===== src/rtl/lgc_cell_pkg.sv =====
// Package: shared types of the configurable logic output cell.
// Assumes: nothing beyond IEEE 1800-2017.
package lgc_cell_pkg;

    // Operating mode decoded from the configuration bits.
    typedef enum logic [1:0] {
        CM_REG      = 2'd0,
        CM_COMB_OUT = 2'd1,
        CM_COMB_IO  = 2'd2,
        CM_DED_IN   = 2'd3
    } cell_mode_t;

    // Source of the feedback into the product-term array.
    typedef enum logic [1:0] {
        FB_ZERO = 2'd0,
        FB_Q    = 2'd1,
        FB_PIN  = 2'd2,
        FB_ADJ  = 2'd3
    } fb_src_t;

endpackage


===== src/rtl/cell_mode_decode.sv =====
// Module: cell_mode_decode
// Turns the two global and the select bit into a cell mode and a feedback
// source. End cells steer the feedback selector from the inverse of mode bit 0
// rather than from mode bit 1. Unlisted settings fall back to dedicated input.
// Assumes: configuration bits are static during normal operation.
module cell_mode_decode
    import lgc_cell_pkg::*;
#(
    parameter bit END_CELL      = 1'b0,
    parameter bit NO_FB_DED_OUT = 1'b0
) (
    input  logic       g0,
    input  logic       g1,
    input  logic       sel,
    output cell_mode_t mode,
    output fb_src_t    fb_src
);

    logic fb_steer;

    // Choose which global bit steers the feedback selector.
    generate
        if (END_CELL) begin : g_end_steer
            assign fb_steer = ~g0;
        end else begin : g_mid_steer
            assign fb_steer = g1;
        end
    endgenerate

    // Decode the mode table; anything unlisted maps to dedicated input.
    always_comb begin
        unique case ({g0, g1, sel})
            3'b010:         mode = CM_REG;
            3'b100:         mode = CM_COMB_OUT;
            3'b101:         mode = CM_DED_IN;
            3'b111, 3'b011: mode = CM_COMB_IO;
            default:        mode = CM_DED_IN;
        endcase
    end

    // Feedback selector with the mode-driven overrides applied last.
    always_comb begin
        if (!fb_steer) begin
            fb_src = FB_ADJ;
        end else if (sel) begin
            fb_src = FB_PIN;
        end else begin
            fb_src = FB_Q;
        end
        if (mode == CM_DED_IN) begin
            fb_src = FB_ADJ;
        end
        if (mode == CM_COMB_OUT && NO_FB_DED_OUT) begin
            fb_src = FB_ZERO;
        end
    end

endmodule


===== src/rtl/cell_term_sum.sv =====
// Module: cell_term_sum
// ORs the product terms. When the top term is claimed as an output enable it
// is left out of the sum and passed on separately.
// Assumes: NUM_TERMS is at least 2.
module cell_term_sum #(
    parameter int NUM_TERMS = 8
) (
    input  logic [NUM_TERMS-1:0] terms,
    input  logic                 use_oe_term,
    output logic                 full_sum,
    output logic                 sum,
    output logic                 oe_term
);

    localparam int OE_IDX = NUM_TERMS - 1;

    logic [NUM_TERMS-1:0] chain;

    // Running OR over the terms, one stage per term.
    genvar i;
    generate
        for (i = 0; i < NUM_TERMS; i++) begin : g_or
            if (i == 0) begin : g_first
                assign chain[i] = terms[i];
            end else begin : g_next
                assign chain[i] = chain[i-1] | terms[i];
            end
        end
    endgenerate

    // Pick the full sum or the sum without the enable term.
    always_comb begin
        full_sum = chain[OE_IDX];
        sum      = use_oe_term ? chain[OE_IDX-1] : chain[OE_IDX];
        oe_term  = terms[OE_IDX];
    end

endmodule


===== src/rtl/cell_flop.sv =====
// Module: cell_flop
// Output register with synchronous active-low clear and a test preload that
// takes priority over the D input.
// Assumes: a single clock domain.
module cell_flop (
    input  logic clk,
    input  logic rst_n,
    input  logic d,
    input  logic preload_en,
    input  logic preload_d,
    output logic q
);

    // Register update: clear, then preload, then data.
    always_ff @(posedge clk) begin
        if (!rst_n) begin
            q <= 1'b0;
        end else if (preload_en) begin
            q <= preload_d;
        end else begin
            q <= d;
        end
    end

    AST_RESET_CLEARS: assert property (@(posedge clk) !rst_n |=> q == 1'b0);
    AST_PRELOAD_WINS: assert property (@(posedge clk) disable iff (!rst_n)
        preload_en |=> q == $past(preload_d));
    AST_DATA_LOAD: assert property (@(posedge clk) disable iff (!rst_n)
        !preload_en |=> q == $past(d));

endmodule


===== src/rtl/logic_out_cell.sv =====
// Module: logic_out_cell
// One output cell of a sum-of-products logic device: decodes its mode, sums
// the product terms, applies polarity ahead of the register and drives the
// pin value, tristate enable and array feedback.
// Assumes: inputs change away from the rising clock edge; configuration is
// static while the cell is in use.
module logic_out_cell
    import lgc_cell_pkg::*;
#(
    parameter int NUM_TERMS     = 8,
    parameter bit END_CELL      = 1'b0,
    parameter bit NO_FB_DED_OUT = 1'b0
) (
    input  logic                 clk,
    input  logic                 rst_n,
    input  logic                 glb_mode0,
    input  logic                 glb_mode1,
    input  logic                 loc_sel,
    input  logic                 loc_inv,
    input  logic [NUM_TERMS-1:0] terms,
    input  logic                 glb_oe_n,
    input  logic                 pin_in,
    input  logic                 adj_pin_in,
    input  logic                 preload_en,
    input  logic                 preload_d,
    output logic                 out_val,
    output logic                 out_en,
    output logic                 fb
);

    localparam int OE_IDX = NUM_TERMS - 1;

    cell_mode_t mode;
    fb_src_t    fb_src;
    logic       full_sum;
    logic       sum;
    logic       oe_term;
    logic       reg_d;
    logic       reg_q;

    cell_mode_decode #(
        .END_CELL      (END_CELL),
        .NO_FB_DED_OUT (NO_FB_DED_OUT)
    ) u_decode (
        .g0     (glb_mode0),
        .g1     (glb_mode1),
        .sel    (loc_sel),
        .mode   (mode),
        .fb_src (fb_src)
    );

    cell_term_sum #(
        .NUM_TERMS (NUM_TERMS)
    ) u_sum (
        .terms       (terms),
        .use_oe_term (mode == CM_COMB_IO),
        .full_sum    (full_sum),
        .sum         (sum),
        .oe_term     (oe_term)
    );

    // Polarity sits ahead of the register input.
    assign reg_d = full_sum ^ loc_inv;

    cell_flop u_flop (
        .clk        (clk),
        .rst_n      (rst_n),
        .d          (reg_d),
        .preload_en (preload_en),
        .preload_d  (preload_d),
        .q          (reg_q)
    );

    // Pin value and tristate enable per mode.
    always_comb begin
        unique case (mode)
            CM_REG: begin
                out_val = reg_q;
                out_en  = ~glb_oe_n;
            end
            CM_COMB_OUT: begin
                out_val = sum ^ loc_inv;
                out_en  = 1'b1;
            end
            CM_COMB_IO: begin
                out_val = sum ^ loc_inv;
                out_en  = oe_term;
            end
            default: begin
                out_val = 1'b0;
                out_en  = 1'b0;
            end
        endcase
    end

    // Feedback multiplexer into the array.
    always_comb begin
        unique case (fb_src)
            FB_Q:    fb = reg_q;
            FB_PIN:  fb = pin_in;
            FB_ADJ:  fb = adj_pin_in;
            default: fb = 1'b0;
        endcase
    end

    AST_REG_OE_PIN: assert property (@(posedge clk) disable iff (!rst_n)
        (!glb_mode0 && glb_mode1 && !loc_sel) |-> out_en == !glb_oe_n);
    AST_DED_OUT_ON: assert property (@(posedge clk) disable iff (!rst_n)
        (glb_mode0 && !glb_mode1 && !loc_sel) |-> out_en);
    AST_DED_IN_OFF: assert property (@(posedge clk) disable iff (!rst_n)
        (glb_mode0 && !glb_mode1 && loc_sel) |-> (!out_en && fb == adj_pin_in));
    AST_IO_OE_TERM: assert property (@(posedge clk) disable iff (!rst_n)
        (glb_mode1 && loc_sel) |-> out_en == terms[OE_IDX]);
    AST_UNLISTED_OFF: assert property (@(posedge clk) disable iff (!rst_n)
        ((!glb_mode0 && !glb_mode1) || (glb_mode0 && glb_mode1 && !loc_sel))
        |-> (!out_en && !out_val));

endmodule


===== config.mk =====
export PLATFORM = sky130hd
export DESIGN_NAME = logic_out_cell
export DESIGN_NICKNAME = d
export VERILOG_FILES = /design/src/rtl/lgc_cell_pkg.sv /design/src/rtl/cell_mode_decode.sv /design/src/rtl/cell_term_sum.sv /design/src/rtl/cell_flop.sv /design/src/rtl/logic_out_cell.sv
export SDC_FILE = /design/constraint.sdc
export NUM_CORES = 1
export LEC_CHECK = 0
export ABC_AREA = 1
export BUFFER_PORTS_ARGS = -buffer_cell sky130_fd_sc_hd__buf_4
export CORE_AREA = 3 3 40 42
export CTS_CLUSTER_SIZE = 12
export DETAILED_ROUTE_END_ITERATION = 8
export DIE_AREA = 0 0 43 45
export PLACE_DENSITY = 0.47
export SYNTH_ARGS = -nofsm -noshare
export SYNTH_HDL_FRONTEND = slang
export SYNTH_SLANG_ARGS = --single-unit
export TNS_END_PERCENT = 5

===== constraint.sdc =====
create_clock -name clk -period 1.3 [get_ports clk]
set_input_delay 0.13 -clock clk [delete_from_list [all_inputs] [get_ports clk]]
set_output_delay 0.13 -clock clk [all_outputs]
set_load 0.005 [all_outputs]

---- Word level (Yosys, flattened, before mapping) ----
Cells that the tools add are included.
storage, ports and cells
  flip-flop bits (word level) ............. 1
  output and inout bits ................... 3
  word-level logic and storage cells ...... 33
  input bits .............................. 19
cells by class
  eq/ne operators ......................... 10
  multiplexer cells ....................... 9
  reductions and logical operators ........ 3
  bitwise operators ....................... 10
operators with widths
  kind                number
  $eq 2x2->1 const B  4
  $or 1x1->1          7
  $eq 3x2->1 const B  2
  $eq 3x3->1 const B  2
  $mux 2              3
  $pmux 1 s3          2
  $pmux 2 s3          1
  $eq 2x1->1 const B  2
  $reduce_or 2->1     2
  $logic_not 2->1     1
  $mux 1              2
  $pmux 1 s2          1
  $xor 1x1->1         2
  $not 1->1           1

---- Longest topological paths before layout ----
  word-level depth ........................ 10
  mapped depth ............................ 9

---- Modules after synthesis ----
Synthesis repeated with hierarchy kept, for this count alone.
second synthesis, totals
  cell total of the unflattened synthesis .. 55
  area, all modules ....................... 296.5 sq um
by module, submodules not included
  module            sequential area each (sq um)  cells each  area each (sq um)  instances
  logic_out_cell    0.0                           23          146.4              1
  cell_term_sum     0.0                           16          68.8               1
  cell_flop         20.0                          6           41.3               1
  cell_mode_decode  0.0                           10          40.0               1

---- Least setup slack after synthesis ----
Ideal clock, no wire load.
  path type ............................... input-to-output
  from .................................... input port loc_sel
  to ...................................... output port out_val
  data arrival time ....................... 1.086 ns
  buffers on the path ..................... 0
  setup slack ............................. 0.084 ns
  data required time ...................... 1.170 ns
  cell stages on the path ................. 7
  cells stage by stage .................... inv_1 > nand3_1 > ha_1 > or2_4 > nand3_2 > nand3_2 > a21oi_2
between the ends
  word-level cells in the longest chain between the ends .. 7
  elaborated cells on any way between the ends .. 13
  those cells by class .................... 6 x eq/ne; 3 x mux; 1 x bitwise; 3 x reduce/logical
RTL lines
  item                                      line                                        RTL
  from (decl)                               logic_out_cell.sv:18                        input logic loc_sel,
  $eq 3x3->1 or $eq 3x2->1 (tied branches)  cell_mode_decode.sv:32                      unique case ({g0, g1, sel})
  $reduce_or 2->1                           cell_mode_decode.sv:32
  $pmux 2 s3 *                              cell_mode_decode.sv:32
  $eq 2x2->1                                logic_out_cell.sv:56, logic_out_cell.sv:76
  $mux 1                                    cell_term_sum.sv:34                         sum = use_oe_term ? chain[OE_IDX-1] : chain[OE_IDX];
  $xor 1x1->1                               logic_out_cell.sv:82, logic_out_cell.sv:86
  $pmux 1 s2 *                              logic_out_cell.sv:76                        unique case (mode)
  to (decl)                                 logic_out_cell.sv:26                        output logic out_val,
Mark *: on every way between the ends. The rest lies on a longest branch, timed or not.

---- Worst setup path after layout ----
Same ends and word-level chain as after synthesis.

==> impl_metrics.env <==
export IMPL_slew_headroom_pct=88.9
export IMPL_synthTopCellsByArea="inv_1, ha_1, nand2_1"
export IMPL_via_per_inst=4.24
export IMPL_power_leakage_uw=0.000322
export IMPL_ys_warn_count=0
export IMPL_largestRegisters="u_flop.q: 1 flops"
export IMPL_start_kind="input port"
export IMPL_period_minus_slack_ns=1.29
export IMPL_crit_fanout=2
export IMPL_die_w_um=43
export IMPL_critPathBufInv=3
export IMPL_slowest_stage="or2_4"
export IMPL_grt_max_degree=6
export IMPL_critical_path_class="input port to output pin"
export IMPL_antenna_found_initial=0
export IMPL_drtAntennaViolNets=0
export IMPL_wl_um=858
export IMPL_vias=407
export IMPL_ys_seq_area_share_pct=6.78
export IMPL_grt_usage_pct=9.13
export IMPL_cp_top_family="simple AND/OR/NAND/NOR gates"
export IMPL_ys_flop_type="dfxtp_1"
export IMPL_die_h_um=45
export IMPL_dr_pass1_iters=2
export IMPL_outcome="finished, final reports clean"
export IMPL_crit_path_end_kind="output pin"
export IMPL_avgSynthCellArea_sq_um=5.79
export IMPL_std_cell_rows=13
export IMPL_synth_top_area_cell="inv_1"
export IMPL_pre_cts_ws_ns=-0.127
export IMPL_clkTransAtPathRegs_ns=0
export IMPL_synth_distinct_cells=18
export IMPL_cp_required_ns=1.17
export IMPL_routabilityCongestion=0.739
export IMPL_area_growth_synth_to_final_pct=111
export IMPL_synthArstFlopShare_pct=0
export IMPL_synth_edf_count=0
export IMPL_hold_slack_ns=0.391
export IMPL_postLayoutCellArea_sq_um=624
export IMPL_pin_count=22
export IMPL_drt_first_iter_violations=1
export IMPL_fmaxAchievable_ghz=0.777
export IMPL_crit_chain="buf_8, inv_4, nand3_4, ha_4, or2_4, nand3_2, nand2_2, nand3_2, a21oi_2, buf_4"
export IMPL_tightest_slew_ns=0.167
export IMPL_ys_ff_latch=1
export IMPL_layout_nets=105
export IMPL_grt_pass1_vias=382
export IMPL_synth_top_area_share_pct=15.3
export IMPL_netlist_instances=51
export IMPL_ir_drop_v=0.0000999
export IMPL_synth_fp_nets=73
export IMPL_min_period_over_period_pct=99.0
export IMPL_die_area_sq_um=1940
export IMPL_hold_class="input port to register"
export IMPL_hold_depth=3
export IMPL_netlist_area_sq_um=295
export IMPL_ys_top_cells_by_count="inv_1, nand2_1, nand3_1, nor2_1, ha_1"
export IMPL_grt_overflow=0
export IMPL_largest_reg_flops=1
export IMPL_maxCapViolCount=0
export IMPL_drive_gt1_share_pct=66.7
export IMPL_power_density_nw_per_um2=325
export IMPL_worst_path_largest_cell_delay_ns=0.25
export IMPL_finalMaxSlewViolations=0
export IMPL_cp_common_cell="nand3_2"
export IMPL_hold_buffers=0
export IMPL_top_register="u_flop.q"
export IMPL_cp_depth=10
export IMPL_place_area_sq_um=524
export IMPL_wl_per_cell_um=8.94
export IMPL_grt_pass1_wl_um=1470
export IMPL_rsz0062_at_grt="true"
export IMPL_start_util_pct=23.0
export IMPL_core_area_sq_um=1280
export IMPL_worstPathArrival_ns=1.16
export IMPL_portBuffers=21
export IMPL_drc=0
export IMPL_setup_violations=0
export IMPL_synthMostInstantiatedCell="inv_1"
export IMPL_hpwl_um=698
export IMPL_hold_violations=0
export IMPL_setup_ws_ns=0.0135
export IMPL_diodes=0
[cells in the final DEF (no fill, tap or decap)]
| cell type | n |
|---|---|
| or2_4 | 1 |
| buf_6 | 3 |
| nand2_2 | 3 |
| buf_4 | 26 |
| nand3_4 | 1 |
| ha_4 | 2 |
| inv_1 | 7 |
| a21oi_2 | 2 |
| buf_8 | 1 |
| nor2_1 | 4 |
| ha_1 | 1 |
| nor2_2 | 2 |
| dfxtp_1 | 1 |
| nand3_1 | 2 |
| nand2_1 | 8 |
| nor2_4 | 2 |
| o21ai_0 | 1 |
| a31oi_1 | 1 |
| inv_2 | 4 |
| a21oi_1 | 1 |
| inv_4 | 2 |
| o21ai_2 | 1 |
| nand3b_1 | 1 |
| nand3_2 | 4 |
[routing by layer]
layer  vias to the layer above  part of all wire, %  GRT usage, %  wire length [um]
met5                         -                    0             0                 0
met4                         0                    0             0                 0
met3                         0                  7.0             0                60
met2                        13                   55          20.4               471
met1                       178                   38          10.0               326
li1                        216                    -             -                 -
[power breakdown]
| group | switching (uW) | internal, uW |
|---|---|---|
| clock | 0 | 0 |
| sequential | 0.998 | 33.5 |
| combinational | 70.1 | 98.3 |
[cells by family (layout without fill, tap and decap cells)]
group,Yosys count,in the layout,share of synthesized area (%)
compound gates,6,6,13.1
flops,1,1,6.78
simple gates,28,28,50.8
fa+ha+maj,3,3,12.7
buf+inv,13,43,16.5
[worst paths after layout]
| path | from | to | slack, ns |
|---|---|---|---|
| max | loc_sel | out_val | 0.01 |
| min | rst_n | u_flop.q$_SDFF_PN0_ | 0.39 |
[cell type report]
class	count	area, sq um
Inverter	13	53.8
Fill cell	142	661
Timing Repair Buffer	30	244
Multi-Input combinational cell	37	288
Tap cell	15	18.8
Sequential cell	1	20.0
[timing repair]
action / CTS / global route
buffers inserted: 1 / 1
pin swaps: 10 / 5
setup endpoints to repair: 3 / 3
resized for setup: 17 / 7
[stage by stage]
stage          TNS, ns  std cells  total power (uW)  util [%]
4_1_cts              0         95               191      46.2
3_5_place_dp    -0.349         94               172      40.8
2_1_floorplan        0         51              89.9         -
6_report             0         96               203      48.6
3_3_place_gp    -0.330         94               171      40.8
5_1_grt         -0.126         96               222      48.6
Power figures use the tool's default switching activity.
